## src/rtl/rtc_pkg.sv

```systemverilog
package rtc_pkg;
   typedef enum logic [3:0] {
      RA_CTRL  = 4'd0,
      RA_SEC   = 4'd1,
      RA_MIN   = 4'd2,
      RA_HOUR  = 4'd3,
      RA_DAYL  = 4'd4,
      RA_DAYH  = 4'd5,
      RA_AMIN  = 4'd6,
      RA_AHOUR = 4'd7,
      RA_ADAYL = 4'd8,
      RA_ADAYH = 4'd9
   } rtc_addr_e;

   localparam int CTRL_RUN  = 0;
   localparam int CTRL_IE   = 1;
   localparam int CTRL_FLAG = 2;
endpackage

```

## src/rtl/rtc_prescaler.sv

```systemverilog
module rtc_prescaler #(
   parameter int DIV = 32768
) (
   input  logic clk_i,
   input  logic rst_ni,
   input  logic run_i,
   input  logic tick_i,
   input  logic clr_i,
   output logic pulse_o
);
   localparam int  CW   = (DIV > 1) ? $clog2(DIV) : 1;
   localparam bit  POW2 = (DIV == (1 << CW));

   logic [CW-1:0] cnt_q;
   logic          at_end;

   if (DIV < 2) begin : g_bad_div
      $error("rtc_prescaler: DIV must be at least 2");
   end

   if (POW2) begin : g_pow2
      assign at_end = &cnt_q;
      always_ff @(posedge clk_i or negedge rst_ni) begin
         if (!rst_ni)                cnt_q <= '0;
         else if (clr_i)             cnt_q <= '0;
         else if (run_i && tick_i)   cnt_q <= cnt_q + 1'b1;
      end
   end else begin : g_cmp
      assign at_end = (cnt_q == CW'(DIV - 1));
      always_ff @(posedge clk_i or negedge rst_ni) begin
         if (!rst_ni)                cnt_q <= '0;
         else if (clr_i)             cnt_q <= '0;
         else if (run_i && tick_i)   cnt_q <= at_end ? '0 : cnt_q + 1'b1;
      end
   end

   assign pulse_o = run_i & tick_i & at_end & ~clr_i;

   AST_CLR_RESTART: assert property (@(posedge clk_i) disable iff (!rst_ni)
      clr_i |=> (cnt_q == '0));
   AST_IDLE_HOLD: assert property (@(posedge clk_i) disable iff (!rst_ni)
      (!run_i && !clr_i) |=> $stable(cnt_q));
endmodule

```

## src/rtl/rtc_bcd_field.sv

```systemverilog
module rtc_bcd_field #(
   parameter int TENS_W = 3,
   parameter int MAX_T  = 5,
   parameter int MAX_U  = 9
) (
   input  logic              clk_i,
   input  logic              rst_ni,
   input  logic              inc_i,
   input  logic              wr_i,
   input  logic [TENS_W+3:0] wr_val_i,
   output logic [TENS_W+3:0] q_o,
   output logic [TENS_W+3:0] nxt_o,
   output logic              carry_o
);
   localparam int W = TENS_W + 4;
   localparam logic [W-1:0] MAXV = {TENS_W'(MAX_T), 4'(MAX_U)};

   if (MAX_U > 9 || MAX_T >= (1 << TENS_W)) begin : g_bad_limit
      $error("rtc_bcd_field: limit does not fit a BCD field");
   end

   always_comb begin
      nxt_o = q_o;
      if (wr_i) begin
         nxt_o = wr_val_i;
      end else if (inc_i) begin
         if (q_o == MAXV)             nxt_o = '0;
         else if (q_o[3:0] >= 4'd9)   nxt_o = {q_o[W-1:4] + 1'b1, 4'd0};
         else                         nxt_o = q_o + 1'b1;
      end
   end

   assign carry_o = inc_i & ~wr_i & (q_o == MAXV);

   always_ff @(posedge clk_i or negedge rst_ni) begin
      if (!rst_ni) q_o <= '0;
      else         q_o <= nxt_o;
   end

   AST_WRAP_ZERO: assert property (@(posedge clk_i) disable iff (!rst_ni)
      (inc_i && !wr_i && q_o == MAXV) |=> (q_o == '0));
   AST_FIELD_HOLD: assert property (@(posedge clk_i) disable iff (!rst_ni)
      (!inc_i && !wr_i) |=> $stable(q_o));
   AST_WRITE_LOAD: assert property (@(posedge clk_i) disable iff (!rst_ni)
      wr_i |=> (q_o == $past(wr_val_i)));
endmodule

```

## src/rtl/rtc_day_count.sv

```systemverilog
module rtc_day_count #(
   parameter int DAY_W = 15
) (
   input  logic               clk_i,
   input  logic               rst_ni,
   input  logic               inc_i,
   input  logic               wr_lo_i,
   input  logic               wr_hi_i,
   input  logic [7:0]         wdata_lo_i,
   input  logic [DAY_W-9:0]   wdata_hi_i,
   output logic [DAY_W-1:0]   q_o,
   output logic [DAY_W-1:0]   nxt_o
);
   always_comb begin
      nxt_o = q_o;
      if (wr_lo_i || wr_hi_i) begin
         if (wr_lo_i) nxt_o[7:0]       = wdata_lo_i;
         if (wr_hi_i) nxt_o[DAY_W-1:8] = wdata_hi_i;
      end else if (inc_i) begin
         nxt_o = q_o + 1'b1;
      end
   end

   always_ff @(posedge clk_i or negedge rst_ni) begin
      if (!rst_ni) q_o <= '0;
      else         q_o <= nxt_o;
   end

   AST_DAY_WRAP: assert property (@(posedge clk_i) disable iff (!rst_ni)
      (inc_i && !wr_lo_i && !wr_hi_i && (&q_o)) |=> (q_o == '0));
endmodule

```

## src/rtl/rtc_alarm_unit.sv

```systemverilog
module rtc_alarm_unit #(
   parameter int DAY_W = 15
) (
   input  logic             clk_i,
   input  logic             rst_ni,
   input  logic             wr_min_i,
   input  logic             wr_hour_i,
   input  logic             wr_dlo_i,
   input  logic             wr_dhi_i,
   input  logic [7:0]       wdata_i,
   input  logic             clr_i,
   input  logic             sec_pulse_i,
   input  logic [6:0]       sec_nxt_i,
   input  logic [6:0]       min_nxt_i,
   input  logic [5:0]       hour_nxt_i,
   input  logic [DAY_W-1:0] day_nxt_i,
   output logic [6:0]       amin_o,
   output logic [5:0]       ahour_o,
   output logic [DAY_W-1:0] aday_o,
   output logic             flag_o
);
   logic match;

   always_ff @(posedge clk_i or negedge rst_ni) begin
      if (!rst_ni) begin
         amin_o  <= '0;
         ahour_o <= '0;
         aday_o  <= '0;
      end else begin
         if (wr_min_i)  amin_o  <= wdata_i[6:0];
         if (wr_hour_i) ahour_o <= wdata_i[5:0];
         if (wr_dlo_i)  aday_o[7:0] <= wdata_i;
         if (wr_dhi_i)  aday_o[DAY_W-1:8] <= wdata_i[DAY_W-9:0];
      end
   end

   assign match = sec_pulse_i && (sec_nxt_i == '0) && (min_nxt_i == amin_o)
                  && (hour_nxt_i == ahour_o) && (day_nxt_i == aday_o);

   always_ff @(posedge clk_i or negedge rst_ni) begin
      if (!rst_ni)     flag_o <= 1'b0;
      else if (match)  flag_o <= 1'b1;
      else if (clr_i)  flag_o <= 1'b0;
   end

   AST_FLAG_STICKY: assert property (@(posedge clk_i) disable iff (!rst_ni)
      (flag_o && !clr_i) |=> flag_o);
   AST_FLAG_CAUSE: assert property (@(posedge clk_i) disable iff (!rst_ni)
      $rose(flag_o) |-> $past(sec_pulse_i));
endmodule

```

## src/rtl/rtc_calendar.sv

```systemverilog
module rtc_calendar
   import rtc_pkg::*;
#(
   parameter int PRESCALE = 32768,
   parameter int DAY_W    = 15
) (
   input  logic       clk_i,
   input  logic       rst_ni,
   input  logic       tick_i,
   input  logic       reg_wr_i,
   input  logic       reg_rd_i,
   input  logic [3:0] reg_addr_i,
   input  logic [7:0] reg_wdata_i,
   output logic [7:0] reg_rdata_o,
   output logic       alarm_irq_o
);
   localparam int HI_W = DAY_W - 8;

   if (DAY_W < 9 || DAY_W > 16) begin : g_bad_day_w
      $error("rtc_calendar: DAY_W must lie between 9 and 16");
   end

   logic run_q, ie_q, flag;
   logic wr_ctrl, wr_sec, wr_min, wr_hour, wr_dlo, wr_dhi;
   logic wr_amin, wr_ahour, wr_adlo, wr_adhi, snap_en, flag_clr;
   logic sec_pulse, sec_carry, min_carry, hour_carry;
   logic [6:0] sec_q, sec_nxt, min_q, min_nxt, amin;
   logic [5:0] hour_q, hour_nxt, ahour;
   logic [DAY_W-1:0] day_q, day_nxt, aday;
   logic [6:0] snap_min;
   logic [5:0] snap_hour;
   logic [DAY_W-1:0] snap_day;

   assign wr_ctrl  = reg_wr_i && (reg_addr_i == RA_CTRL);
   assign wr_sec   = reg_wr_i && (reg_addr_i == RA_SEC);
   assign wr_min   = reg_wr_i && (reg_addr_i == RA_MIN);
   assign wr_hour  = reg_wr_i && (reg_addr_i == RA_HOUR);
   assign wr_dlo   = reg_wr_i && (reg_addr_i == RA_DAYL);
   assign wr_dhi   = reg_wr_i && (reg_addr_i == RA_DAYH);
   assign wr_amin  = reg_wr_i && (reg_addr_i == RA_AMIN);
   assign wr_ahour = reg_wr_i && (reg_addr_i == RA_AHOUR);
   assign wr_adlo  = reg_wr_i && (reg_addr_i == RA_ADAYL);
   assign wr_adhi  = reg_wr_i && (reg_addr_i == RA_ADAYH);
   assign snap_en  = reg_rd_i && (reg_addr_i == RA_SEC);
   assign flag_clr = wr_ctrl && reg_wdata_i[CTRL_FLAG];

   always_ff @(posedge clk_i or negedge rst_ni) begin
      if (!rst_ni) begin
         run_q <= 1'b0;
         ie_q  <= 1'b0;
      end else if (wr_ctrl) begin
         run_q <= reg_wdata_i[CTRL_RUN];
         ie_q  <= reg_wdata_i[CTRL_IE];
      end
   end

   rtc_prescaler #(.DIV(PRESCALE)) u_pre (
      .clk_i(clk_i), .rst_ni(rst_ni), .run_i(run_q), .tick_i(tick_i),
      .clr_i(wr_sec), .pulse_o(sec_pulse));

   rtc_bcd_field #(.TENS_W(3), .MAX_T(5), .MAX_U(9)) u_sec (
      .clk_i(clk_i), .rst_ni(rst_ni), .inc_i(sec_pulse), .wr_i(wr_sec),
      .wr_val_i(reg_wdata_i[6:0]), .q_o(sec_q), .nxt_o(sec_nxt), .carry_o(sec_carry));

   rtc_bcd_field #(.TENS_W(3), .MAX_T(5), .MAX_U(9)) u_min (
      .clk_i(clk_i), .rst_ni(rst_ni), .inc_i(sec_carry), .wr_i(wr_min),
      .wr_val_i(reg_wdata_i[6:0]), .q_o(min_q), .nxt_o(min_nxt), .carry_o(min_carry));

   rtc_bcd_field #(.TENS_W(2), .MAX_T(2), .MAX_U(3)) u_hour (
      .clk_i(clk_i), .rst_ni(rst_ni), .inc_i(min_carry), .wr_i(wr_hour),
      .wr_val_i(reg_wdata_i[5:0]), .q_o(hour_q), .nxt_o(hour_nxt), .carry_o(hour_carry));

   rtc_day_count #(.DAY_W(DAY_W)) u_day (
      .clk_i(clk_i), .rst_ni(rst_ni), .inc_i(hour_carry), .wr_lo_i(wr_dlo),
      .wr_hi_i(wr_dhi), .wdata_lo_i(reg_wdata_i), .wdata_hi_i(reg_wdata_i[HI_W-1:0]),
      .q_o(day_q), .nxt_o(day_nxt));

   rtc_alarm_unit #(.DAY_W(DAY_W)) u_alarm (
      .clk_i(clk_i), .rst_ni(rst_ni), .wr_min_i(wr_amin), .wr_hour_i(wr_ahour),
      .wr_dlo_i(wr_adlo), .wr_dhi_i(wr_adhi), .wdata_i(reg_wdata_i), .clr_i(flag_clr),
      .sec_pulse_i(sec_pulse), .sec_nxt_i(sec_nxt), .min_nxt_i(min_nxt),
      .hour_nxt_i(hour_nxt), .day_nxt_i(day_nxt), .amin_o(amin), .ahour_o(ahour),
      .aday_o(aday), .flag_o(flag));

   always_ff @(posedge clk_i or negedge rst_ni) begin
      if (!rst_ni) begin
         snap_min  <= '0;
         snap_hour <= '0;
         snap_day  <= '0;
      end else if (snap_en) begin
         snap_min  <= min_q;
         snap_hour <= hour_q;
         snap_day  <= day_q;
      end
   end

   always_comb begin
      case (reg_addr_i)
         RA_CTRL:  reg_rdata_o = {5'b0, flag, ie_q, run_q};
         RA_SEC:   reg_rdata_o = {1'b0, sec_q};
         RA_MIN:   reg_rdata_o = {1'b0, snap_min};
         RA_HOUR:  reg_rdata_o = {2'b0, snap_hour};
         RA_DAYL:  reg_rdata_o = snap_day[7:0];
         RA_DAYH:  reg_rdata_o = 8'(snap_day[DAY_W-1:8]);
         RA_AMIN:  reg_rdata_o = {1'b0, amin};
         RA_AHOUR: reg_rdata_o = {2'b0, ahour};
         RA_ADAYL: reg_rdata_o = aday[7:0];
         RA_ADAYH: reg_rdata_o = 8'(aday[DAY_W-1:8]);
         default:  reg_rdata_o = 8'h00;
      endcase
   end

   assign alarm_irq_o = flag & ie_q;

   AST_STOPPED_HOLD: assert property (@(posedge clk_i) disable iff (!rst_ni)
      (!run_q && !wr_sec) |=> $stable(sec_q));
   AST_SNAP_HOLD: assert property (@(posedge clk_i) disable iff (!rst_ni)
      !snap_en |=> $stable(snap_day));
   AST_IRQ_NEEDS_IE: assert property (@(posedge clk_i) disable iff (!rst_ni)
      alarm_irq_o |-> ie_q);
endmodule

```

## config.mk

```make
export PLATFORM = sky130hd
export DESIGN_NAME = rtc_calendar
export DESIGN_NICKNAME = d
export VERILOG_FILES = /design/src/rtl/rtc_pkg.sv /design/src/rtl/rtc_prescaler.sv /design/src/rtl/rtc_bcd_field.sv /design/src/rtl/rtc_day_count.sv /design/src/rtl/rtc_alarm_unit.sv /design/src/rtl/rtc_calendar.sv
export SDC_FILE = /design/constraint.sdc
export NUM_CORES = 1
export LEC_CHECK = 0
export CAP_MARGIN = 20
export CORE_AREA = 2 2 101 103
export DETAILED_ROUTE_END_ITERATION = 12
export DIE_AREA = 0 0 103 105
export DONT_BUFFER_PORTS = 1
export GPL_TIMING_DRIVEN = 0
export PLACE_DENSITY = 0.85
export SYNTH_ARGS = -nofsm -noshare
export SYNTH_HDL_FRONTEND = slang
export SYNTH_HIERARCHICAL = 1
export SYNTH_SLANG_ARGS = --single-unit
```

## constraint.sdc

```tcl
create_clock -name clk_i -period 11.8 [get_ports clk_i]
set_clock_uncertainty 0.1 [all_clocks]
set_input_delay 1.18 -clock clk_i [delete_from_list [all_inputs] [get_ports clk_i]]
set_output_delay 1.18 -clock clk_i [all_outputs]
set_load 0.005 [all_outputs]
```

==> flow_metrics.tcl, run 1 <==
set metrics [dict create \
    status "finished clean" \
    h-tree-depth 3 \
    cp.arrival_ps 7030 \
    leakagePower_uw 0.00289 \
    fmax_mhz 146 \
    yosys_warnings 6 \
    synth_cell_types 73 \
    die_area_um2 10800 \
    die_w_um 103 \
    nets 664 \
    worst_hold_slack_ps 383 \
    synth_nets 653 \
    fin_area_um2 6870 \
    grt_pass1_vias 5071 \
    rows 36 \
    fin_crit_sh_pct 58.1 \
    grt_usage_pct 34.3 \
    endpoint_kind "register" \
    core-area_um2 9640 \
    p_per_area_nw_per_um2 145 \
    r2r_slack_ps 5450 \
    drc 0 \
    maxCapViolations 0 \
    p_int_uw 654 \
    vias 5189 \
    finalMaxSlewViolations 0 \
    rsz0062_at_grt "no" \
    post_route_cells_drive_above_1_share_pct 16.7 \
    cts_setup_buffers 0 \
    criticalPathCategory "in2reg" \
    clkPwrFrac_pct 20.9 \
    p_sw_uw 345 \
    areaGrowthSynthToFinish_pct 5.29 \
    synth_edf_count 0 \
    io_buffers 0 \
    hold_viol 0 \
    numCtsBuffers 9 \
    cts_tree "yes" \
    layout_commonest_cell "dfrtp_1" \
    synthArstFlopShare_pct 100 \
    place_area_um2 6690 \
    cts_hold_buf 0 \
    combPwrFrac_pct 25.1 \
    startpoint_type "input pin" \
    nFillCells 741 \
    io_pins 26 \
    max_slew_margin_pct 36.3 \
    grt_pass1_wl_um 27900 \
    grt_max_degree 110 \
    cts_resized 0 \
    period_minus_slack_ps 6860 \
    yosysSeqAreaShare_pct 41.8 \
    avgRoutedWirePerCell_um 22.7 \
    clkTransAtPathRegs_ps 100 \
    syn-instance-count 620 \
    r2r_start "u_pre/cnt_q[0]" \
    dominantRegCellSynth "dfrtp_1" \
    clock-root-buffer "clkbuf_8" \
    setup_viol 0 \
    hold_path_class "in2async" \
    netlist_area_um2 6530 \
    crit_fanout 12 \
    dr.first_iter.drc_count 637 \
    ant_nets 0 \
    r2r_end "u_alarm/flag_o" \
    final_cell_mix "109 x dfrtp_1, 50 x nand2_1, 36 x mux2_2, 33 x nor2_1, 30 x xor2_1" \
    r2r_cells 21 \
    setup_tns_ps 0 \
    syn_avg_cell_area_um2 10.5 \
    ys_ff_latch 109 \
    cts.sinks 109 \
    clk_path_buf_depth 2 \
    tightest_slew_ps 953 \
    swShare_pct 34.5 \
    viasPerCell 6.74 \
    fp.dieH_um 105 \
    peakVddDrop_mv 0.106 \
    crit_required_ps 11970 \
    start_util_pct 67.7 \
    wirelength_um 17500 \
    seq_power_share_pct 54.0 \
    overflow 0 \
    clk_latency_ps 380 \
    place_hpwl_um 12700 \
    antenna_found_initial 1 \
    firstDrtPassIters 5 \
    gp_congestion 0.962 \
]
## cell usage after synthesis (all sizes together), types with 13 or more instances
cell type / instances / area share (%)
buf: 18 / 1.6
nor3: 17 / 1.3
mux2: 65 / 11
clkbuf: 14 / 0.81
nor4: 14 / 1.8
nand2: 50 / 2.9
nor2: 34 / 2.1
mux2i: 13 / 2.0
xnor2: 27 / 3.6
inv: 20 / 1.2
ha: 16 / 3.1
nand4: 16 / 2.1
dfrtp: 109 / 42
xor2: 30 / 4.0
o21ai: 25 / 1.9
nand3: 18 / 2.0
## registers in the layout, indices dropped and copies added (netlist names), 6 cells and up
signal           cells
u_day/q_o           15
u_alarm/amin_o       7
snap_min             7
u_alarm/ahour_o      6
u_hour/q_o           6
u_sec/q_o            7
u_pre/cnt_q         15
snap_hour            6
u_alarm/aday_o      15
u_min/q_o            7
snap_day            15
## per-layer routing
layer / part of all wire, % / up-vias / GRT usage (%) / wire length (um)
met1: 41 / 2595 / 47.5 / 7140
met2: 47 / 258 / 52.5 / 8130
li1: - / 2280 / - / -
met4: 4.0 / 0 / 12.4 / 696
met3: 8.6 / 56 / 8.09 / 1500
met5: 0 / - / 0 / 0
## cells by family after synthesis
| family | after synthesis | share of synthesized area, % |
|---|---|---|
| AO/OA/AOI/OAI | 93 | 10.1 |
| adder cells (fa/ha/maj) | 16 | 3.07 |
| AND/OR/NAND/NOR | 214 | 20.2 |
| multiplexers | 79 | 13.6 |
| buffers and inverters | 52 | 3.57 |
| flip-flops | 109 | 41.8 |
| XOR/XNOR | 57 | 7.65 |
## power groups by stage
stage	clock network [uW]	logic, uW	registers [uW]
2_1_floorplan	0	191	517
3_3_place_gp	0	233	540
3_5_place_dp	0	244	545
4_1_cts	212	246	538
5_1_grt	228	274	550
6_report	208	251	540
## worst max path at each step
stage,from,endpoint,cells past startpoint
after detailed placement,reg_addr_i[0],u_alarm/flag_o,23
after global routing,reg_addr_i[0],u_alarm/flag_o,23
after CTS,reg_addr_i[0],u_alarm/flag_o,23
final,reg_addr_i[0],u_alarm/flag_o,23
after floorplan,reg_addr_i[0],u_alarm/flag_o,23
after global placement,reg_addr_i[0],u_alarm/flag_o,23
## critical path, stage by stage
cell and delay (ps):
buf_2 170, nor2b_4 160, buf_2 210, nand2_1 120, nor2_1 210, and3b_1 310
buf_2 220, inv_1 150, nor3_1 370, buf_2 280, inv_1 130, nor3_1 280
buf_4 210, inv_1 100, nor3_1 630, nand3_1 490, nor4_2 360, xnor2_1 170
o21ai_1 120, xor2_1 190, nor4_1 340, nand4_1 210, o41ai_2 410
## per-stage QoR
step	util (%)	cells	total power (uW)	setup WS, ps
global route	71.3	769	1050	4780
detailed placement	69.4	753	789	4810
floorplan	-	620	708	6330
finish	71.3	770	999	4940
CTS	71.3	769	996	5200
global placement	69.4	753	772	5110
## area by class of cell
class,count,area [um^2],area share (%)
well taps,133,166,2.42
clock buffers,10,138,2.00
inverters,20,75.1,1.09
diodes,1,2.50,0.0364
flip-flops and latches,109,2730,39.7
clock inverters,6,38.8,0.564
multi-input cells,459,3570,51.9
plain buffers,32,158,2.29
Note: power is estimated with default switching activity, not from simulation.
==> run 2, diff against run 1 <==
--- a/config.mk
+++ b/config.mk
@@ -6,12 +6,12 @@
 export NUM_CORES = 1
 export LEC_CHECK = 0
 export CAP_MARGIN = 20
-export CORE_AREA = 2 2 101 103
+export CORE_AREA = 2 2 104 106
 export DETAILED_ROUTE_END_ITERATION = 12
-export DIE_AREA = 0 0 103 105
+export DIE_AREA = 0 0 106 108
 export DONT_BUFFER_PORTS = 1
 export GPL_TIMING_DRIVEN = 0
-export PLACE_DENSITY = 0.85
+export PLACE_DENSITY = 0.81
 export SYNTH_ARGS = -nofsm -noshare
 export SYNTH_HDL_FRONTEND = slang
 export SYNTH_HIERARCHICAL = 1
==> constraint.sdc (replaced) <==
create_clock -name clk_i -period 6.7 [get_ports clk_i]
set_clock_uncertainty 0.1 [all_clocks]
set_input_delay 0.67 -clock clk_i [delete_from_list [all_inputs] [get_ports clk_i]]
set_output_delay 0.67 -clock clk_i [all_outputs]
set_load 0.005 [all_outputs]
==> run 2 against run 1 <==
Global-route usage shrank 2.6 points. Worst setup slack lost 4300 ps. Critical path depth shrank 2. Critical endpoint unchanged. Largest power group unchanged.
==> flow_metrics.tcl, run 2 (same netlist as run 1, synthesis figures left out) <==
set metrics [dict create \
    firstDrtPassIters 7 \
    status "finished clean" \
    avgRoutedWirePerCell_um 22.2 \
    clk_latency_ps 390 \
    numCtsBuffers 9 \
    start_util_pct 63.8 \
    grt_pass1_vias 4957 \
    rsz0062_at_grt "no" \
    setup_viol 0 \
    max_slew_margin_pct 45.1 \
    final_cell_mix "109 x dfrtp_1, 50 x nand2_1, 36 x mux2_2, 33 x nor2_1, 30 x xor2_1" \
    io_pins 26 \
    setup_ws_ps 643 \
    finalMaxSlewViolations 0 \
    vias 5060 \
    setup_tns_ps 0 \
    startpoint_type "register" \
    layout.area.seq_um2 2730 \
    cp.arrival_ps 6240 \
    wirelength_um 17100 \
    leakagePower_uw 0.00293 \
    cts_setup_buffers 0 \
    areaGrowthSynthToFinish_pct 6.40 \
    crit_required_ps 6880 \
    multiInputGateArea_um2 3570 \
    hold_viol 0 \
    nets 665 \
    grt_usage_pct 31.7 \
    period_minus_slack_ps 6060 \
    worst_hold_slack_ps 109 \
    nFillCells 791 \
    maxCapViolations 0 \
    die_area_um2 11400 \
    p_per_area_nw_per_um2 264 \
    viasPerCell 6.55 \
    io_buffers 0 \
    criticalPathCategory "reg2reg" \
    antenna_cells 0 \
    core-area_um2 10200 \
    fin_crit_sh_pct 90.4 \
    clock-root-buffer "clkbuf_8" \
    overflow 0 \
    h-tree-depth 3 \
    fmax_mhz 165 \
    fp.dieH_um 108 \
    clk_path_buf_depth 2 \
    die_w_um 106 \
    gp_congestion 0.963 \
    grt_max_degree 110 \
    hold_path_class "in2async" \
    rows 37 \
    grt_pass1_wl_um 27300 \
    cts.sinks 109 \
    dr.first_iter.drc_count 602 \
    layout_commonest_cell "dfrtp_1" \
    ant_nets 0 \
    clkTransAtPathRegs_ps 100 \
    cts_tree "yes" \
    crit_fanout 9 \
    fin_total_pwr_uw 1830 \
    drc 0 \
    antenna_found_initial 0 \
    pre_cts_slack_ps 515 \
    tightest_slew_ps 821 \
    post_route_cells_drive_above_1_share_pct 16.8 \
    peakVddDrop_mv 0.214 \
    endpoint_kind "register" \
    place_hpwl_um 12500 \
]
## run 2: worst max-delay path, cell delays in order, from the launching register on
cell     delay [ps]
dfrtp_1         410
ha_1            270
nand4_1         120
nor4_1          420
and3b_1         260
buf_2           220
inv_1           130
nor3_1          330
buf_2           270
inv_1           130
nor3_1          250
buf_4           200
inv_1           100
nor3_1          610
nor2b_1         380
nand2_1         110
xor2_1          150
o21ai_0         300
xor2_1          160
nor4_1          430
nand4_1         200
o41ai_2         380
## run 2: per-stage QoR
stage	instance area [um^2]	instances	utilization, %
after floorplan	6530	620	-
after global placement	6700	756	65.5
after detailed placement	6700	756	65.5
after CTS	6950	773	67.9
after global routing	6950	773	67.9
final	6950	773	67.9
## run 2: path summary, 6_finish.rpt
check,startpoint,endpoint,slack (ps),cells after the start
setup / recovery,u_pre/cnt_q[0],u_alarm/flag_o,640,21
hold / removal,rst_ni,u_min/q_o[0],110,1
setup reg to reg,u_pre/cnt_q[0],u_alarm/flag_o,640,21
hold reg to reg,snap_hour[5],snap_hour[5],400,1
max in group asynchronous,rst_ni,u_alarm/aday_o[8],5970,1
min in group clk_i,reg_wdata_i[0],u_alarm/ahour_o[0],320,1
## run 2: final cells by class
cell class | count | area share (%)
Multi-Input combinational cell | 459 | 51.4
Clock buffer | 12 | 2.38
Inverter | 20 | 1.08
Timing Repair Buffer | 1 | 0.396
Sequential cell | 109 | 39.3
Clock inverter | 4 | 0.793
Buffer | 32 | 2.27
Tap cell | 136 | 2.45
## run 2: timing repair
item,4_1_cts,5_1_grt
gates resized for setup,0,0
hold buffers,1,0
endpoints found under the hold margin,109,0
## run 2: routing by layer
layer	vias to the layer above	track usage [%]	part of all wire, %
met5	-	0	0
met4	0	10.6	2.7
met1	2535	42.3	42
li1	2273	-	-
met2	212	51.4	48
met3	40	7.66	7.7
## run 2: report_power, final
group / internal [uW] / leakage (uW) / switching [uW]
registers: 797 / 0.00138 / 154
clock network: 205 / 0.000109 / 225
logic: 213 / 0.00144 / 240
==> run 3, diff against run 2 <==
--- a/config.mk
+++ b/config.mk
@@ -5,13 +5,14 @@
 export SDC_FILE = /design/constraint.sdc
 export NUM_CORES = 1
 export LEC_CHECK = 0
+export ABC_AREA = 1
 export CAP_MARGIN = 20
-export CORE_AREA = 2 2 104 106
+export CORE_AREA = 2 2 107 109
 export DETAILED_ROUTE_END_ITERATION = 12
-export DIE_AREA = 0 0 106 108
+export DIE_AREA = 0 0 109 111
 export DONT_BUFFER_PORTS = 1
 export GPL_TIMING_DRIVEN = 0
-export PLACE_DENSITY = 0.81
+export PLACE_DENSITY = 0.82
 export SYNTH_ARGS = -nofsm -noshare
 export SYNTH_HDL_FRONTEND = slang
 export SYNTH_HIERARCHICAL = 1
==> run 3 against run 2 <==
Worst setup slack improved by 170 ps. Non-clock buffer count is 1 lower. Via count is 28% higher. First-iteration DRC count rose by 7.8%. Flip-flop and latch count did not move. Critical path type is now in2reg. Largest power group unchanged.
==> flow_metrics.tcl, run 3 <==
set metrics [dict create \
    status "finished clean" \
    overflow 0 \
    ant_nets 0 \
    synthDominantCellAreaShare_pct 39.0 \
    cts_setup_buffers 0 \
    wirelength_um 19200 \
    setup_viol 0 \
    endpoint_kind "register" \
    place_area_um2 7170 \
    rsz0062_at_grt "no" \
    gp_congestion 0.923 \
    fin_crit_sh_pct 87.8 \
    cts.sinks 109 \
    grt_max_degree 110 \
    fin_area_um2 7550 \
    clk_path_buf_depth 2 \
    layout_commonest_cell "nand2_1" \
    utilization_pct 68.2 \
    avgRoutedWirePerCell_um 17.2 \
    dr.first_iter.drc_count 649 \
    r2r_start "u_pre/cnt_q[0]" \
    grt_usage_pct 34.0 \
    max_slew_margin_pct 34.4 \
    fin_total_pwr_uw 2130 \
    grt_pass1_wl_um 31200 \
    numCtsBuffers 9 \
    synth.most_common_cell "nand2_1" \
    hold_path_class "in2async" \
    yosys_warnings 6 \
    fp.dieH_um 111 \
    yosys-top-cells-count "267 x nand2_1, 127 x nand3_1, 109 x dfrtp_1, 101 x inv_1, 95 x nor2_1" \
    dominantRegCellSynth "dfrtp_1" \
    crit_fanout 10 \
    antenna_found_initial 0 \
    crit_required_ps 6900 \
    syn_avg_cell_area_um2 7.30 \
    cp.arrival_ps 6090 \
    worstSetupStartpoint "reg_wr_i" \
    h-tree-depth 3 \
    peakVddDrop_mv 0.146 \
    core-area_um2 11100 \
    die_w_um 109 \
    yosysSeqAreaShare_pct 39.0 \
    criticalPathCategory "in2reg" \
    synth_edf_count 0 \
    synthArstFlopShare_pct 100 \
    io_buffers 0 \
    synth_cell_types 37 \
    r2r_end "u_alarm/flag_o" \
    synth_top_area_cell "dfrtp_1" \
    vias 6470 \
    syn-instance-count 958 \
    post_route_cells_drive_above_1_share_pct 12.4 \
    r2r_slack_ps 860 \
    rows 39 \
    viasPerCell 5.79 \
    r2r_cells 26 \
    cts_tree "yes" \
    setup_tns_ps 0 \
    leakagePower_uw 0.00384 \
    finalMaxSlewViolations 0 \
    fmax_mhz 170 \
    final_cell_mix "267 x nand2_1, 127 x nand3_1, 109 x dfrtp_1, 101 x inv_1, 95 x nor2_1" \
    setup_ws_ps 817 \
    die_area_um2 12100 \
    place_hpwl_um 13800 \
    areaGrowthSynthToFinish_pct 7.98 \
    hold_viol 0 \
    antenna_cells 0 \
    startpoint_type "input pin" \
    synth_nets 991 \
    drc 0 \
    netlist_area_um2 6990 \
    io_pins 26 \
    start_util_pct 63.1 \
    clkTransAtPathRegs_ps 70 \
    ys_ff_latch 109 \
    synthTopCellsByArea "dfrtp_1 39%, nand2_1 14%, nand3_1 9.1%, inv_1 5.4%, nor2_1 5.1%" \
    pre_cts_slack_ps 340 \
    maxCapViolations 0 \
    firstDrtPassIters 5 \
    period_minus_slack_ps 5880 \
    clk_latency_ps 360 \
    grt_pass1_vias 6131 \
    p_per_area_nw_per_um2 282 \
    clock-root-buffer "clkbuf_16" \
    tightest_slew_ps 977 \
    nets 1003 \
]
[run 3: cell types whose count changed after synthesis, sizes merged, moves of 22 or more]
cell,previous run,this run
inv,20,111
nor2,34,116
xor2,30,8
nand2,50,280
nand3,18,135
mux2,65,18
a21oi,11,35
[run 3: worst max path at each step]
stage	cells past startpoint	endpoint	slack [ps]
after floorplan	28	u_alarm/flag_o	1940
after global placement	23	u_alarm/flag_o	390
after detailed placement	25	u_alarm/flag_o	340
after CTS	25	u_alarm/flag_o	700
after global routing	26	u_alarm/flag_o	380
final	25	u_alarm/flag_o	820
[run 3: stage by stage]
step	hold WS, ps	std cells
after floorplan	274	958
after global placement	278	1101
after detailed placement	278	1101
after CTS	176	1118
after global routing	203	1118
final	141	1118
[run 3: logic make-up (layout without fill, tap and decap cells)]
family	Yosys count	after routing	share of synthesized area, %
AO/OA/AOI/OAI	88	88	7.21
XOR/XNOR	24	24	3.01
adder cells (fa/ha/maj)	16	16	2.86
buffers and inverters	146	163	8.93
flip-flops	109	109	39.0
multiplexers	18	18	2.90
AND/OR/NAND/NOR	557	557	36.1
[run 3: where the power goes]
| part | switching (uW) | internal [uW] |
|---|---|---|
| combinational | 318 | 205 |
| sequential | 179 | 805 |
| clock | 258 | 368 |
[run 3: worst max-delay path: stages]
cell and delay (ps):
clkinv_1 160, nor3_1 210, inv_1 180, clkbuf_8 190, nand3_1 70, nor2_1 460, inv_1 270, nor3_2 570
inv_1 250, nor3_1 720, nand3_1 220, nor2_1 550, nand2_1 190, nor2_4 230, nand3_2 110, nand2_1 80
inv_1 40, o21ai_1 200, xnor2_1 190, nand2_1 90, nor2_1 110, nand2_1 90, nor2_1 110, nand2_1 60
nand2_1 50
[run 3: final cells by class]
| class | instances | area (um^2) |
|---|---|---|
| Buffer | 31 | 193 |
| Clock buffer | 9 | 225 |
| Inverter | 115 | 432 |
| Sequential cell | 109 | 2730 |
| Clock inverter | 7 | 121 |
| Timing Repair Buffer | 1 | 27.5 |
| Tap cell | 143 | 179 |
| Fill cell | 928 | 3520 |
| Multi-Input combinational cell | 703 | 3650 |
[run 3: repair_timing]
| action | CTS | global route |
|---|---|---|
| hold endpoints to repair | 109 | 0 |
| endpoints found under the setup margin | 0 | 1 |
| hold buffers | 1 | 0 |
| resized for setup | 0 | 1 |
[run 3: metal layers]
metal	GRT usage (%)	vias up	routed length (um)
li1	-	3106	-
met2	50.3	292	8770
met5	0	-	0
met4	15.6	0	675
met1	46.5	3020	7710
met3	8.99	52	2020
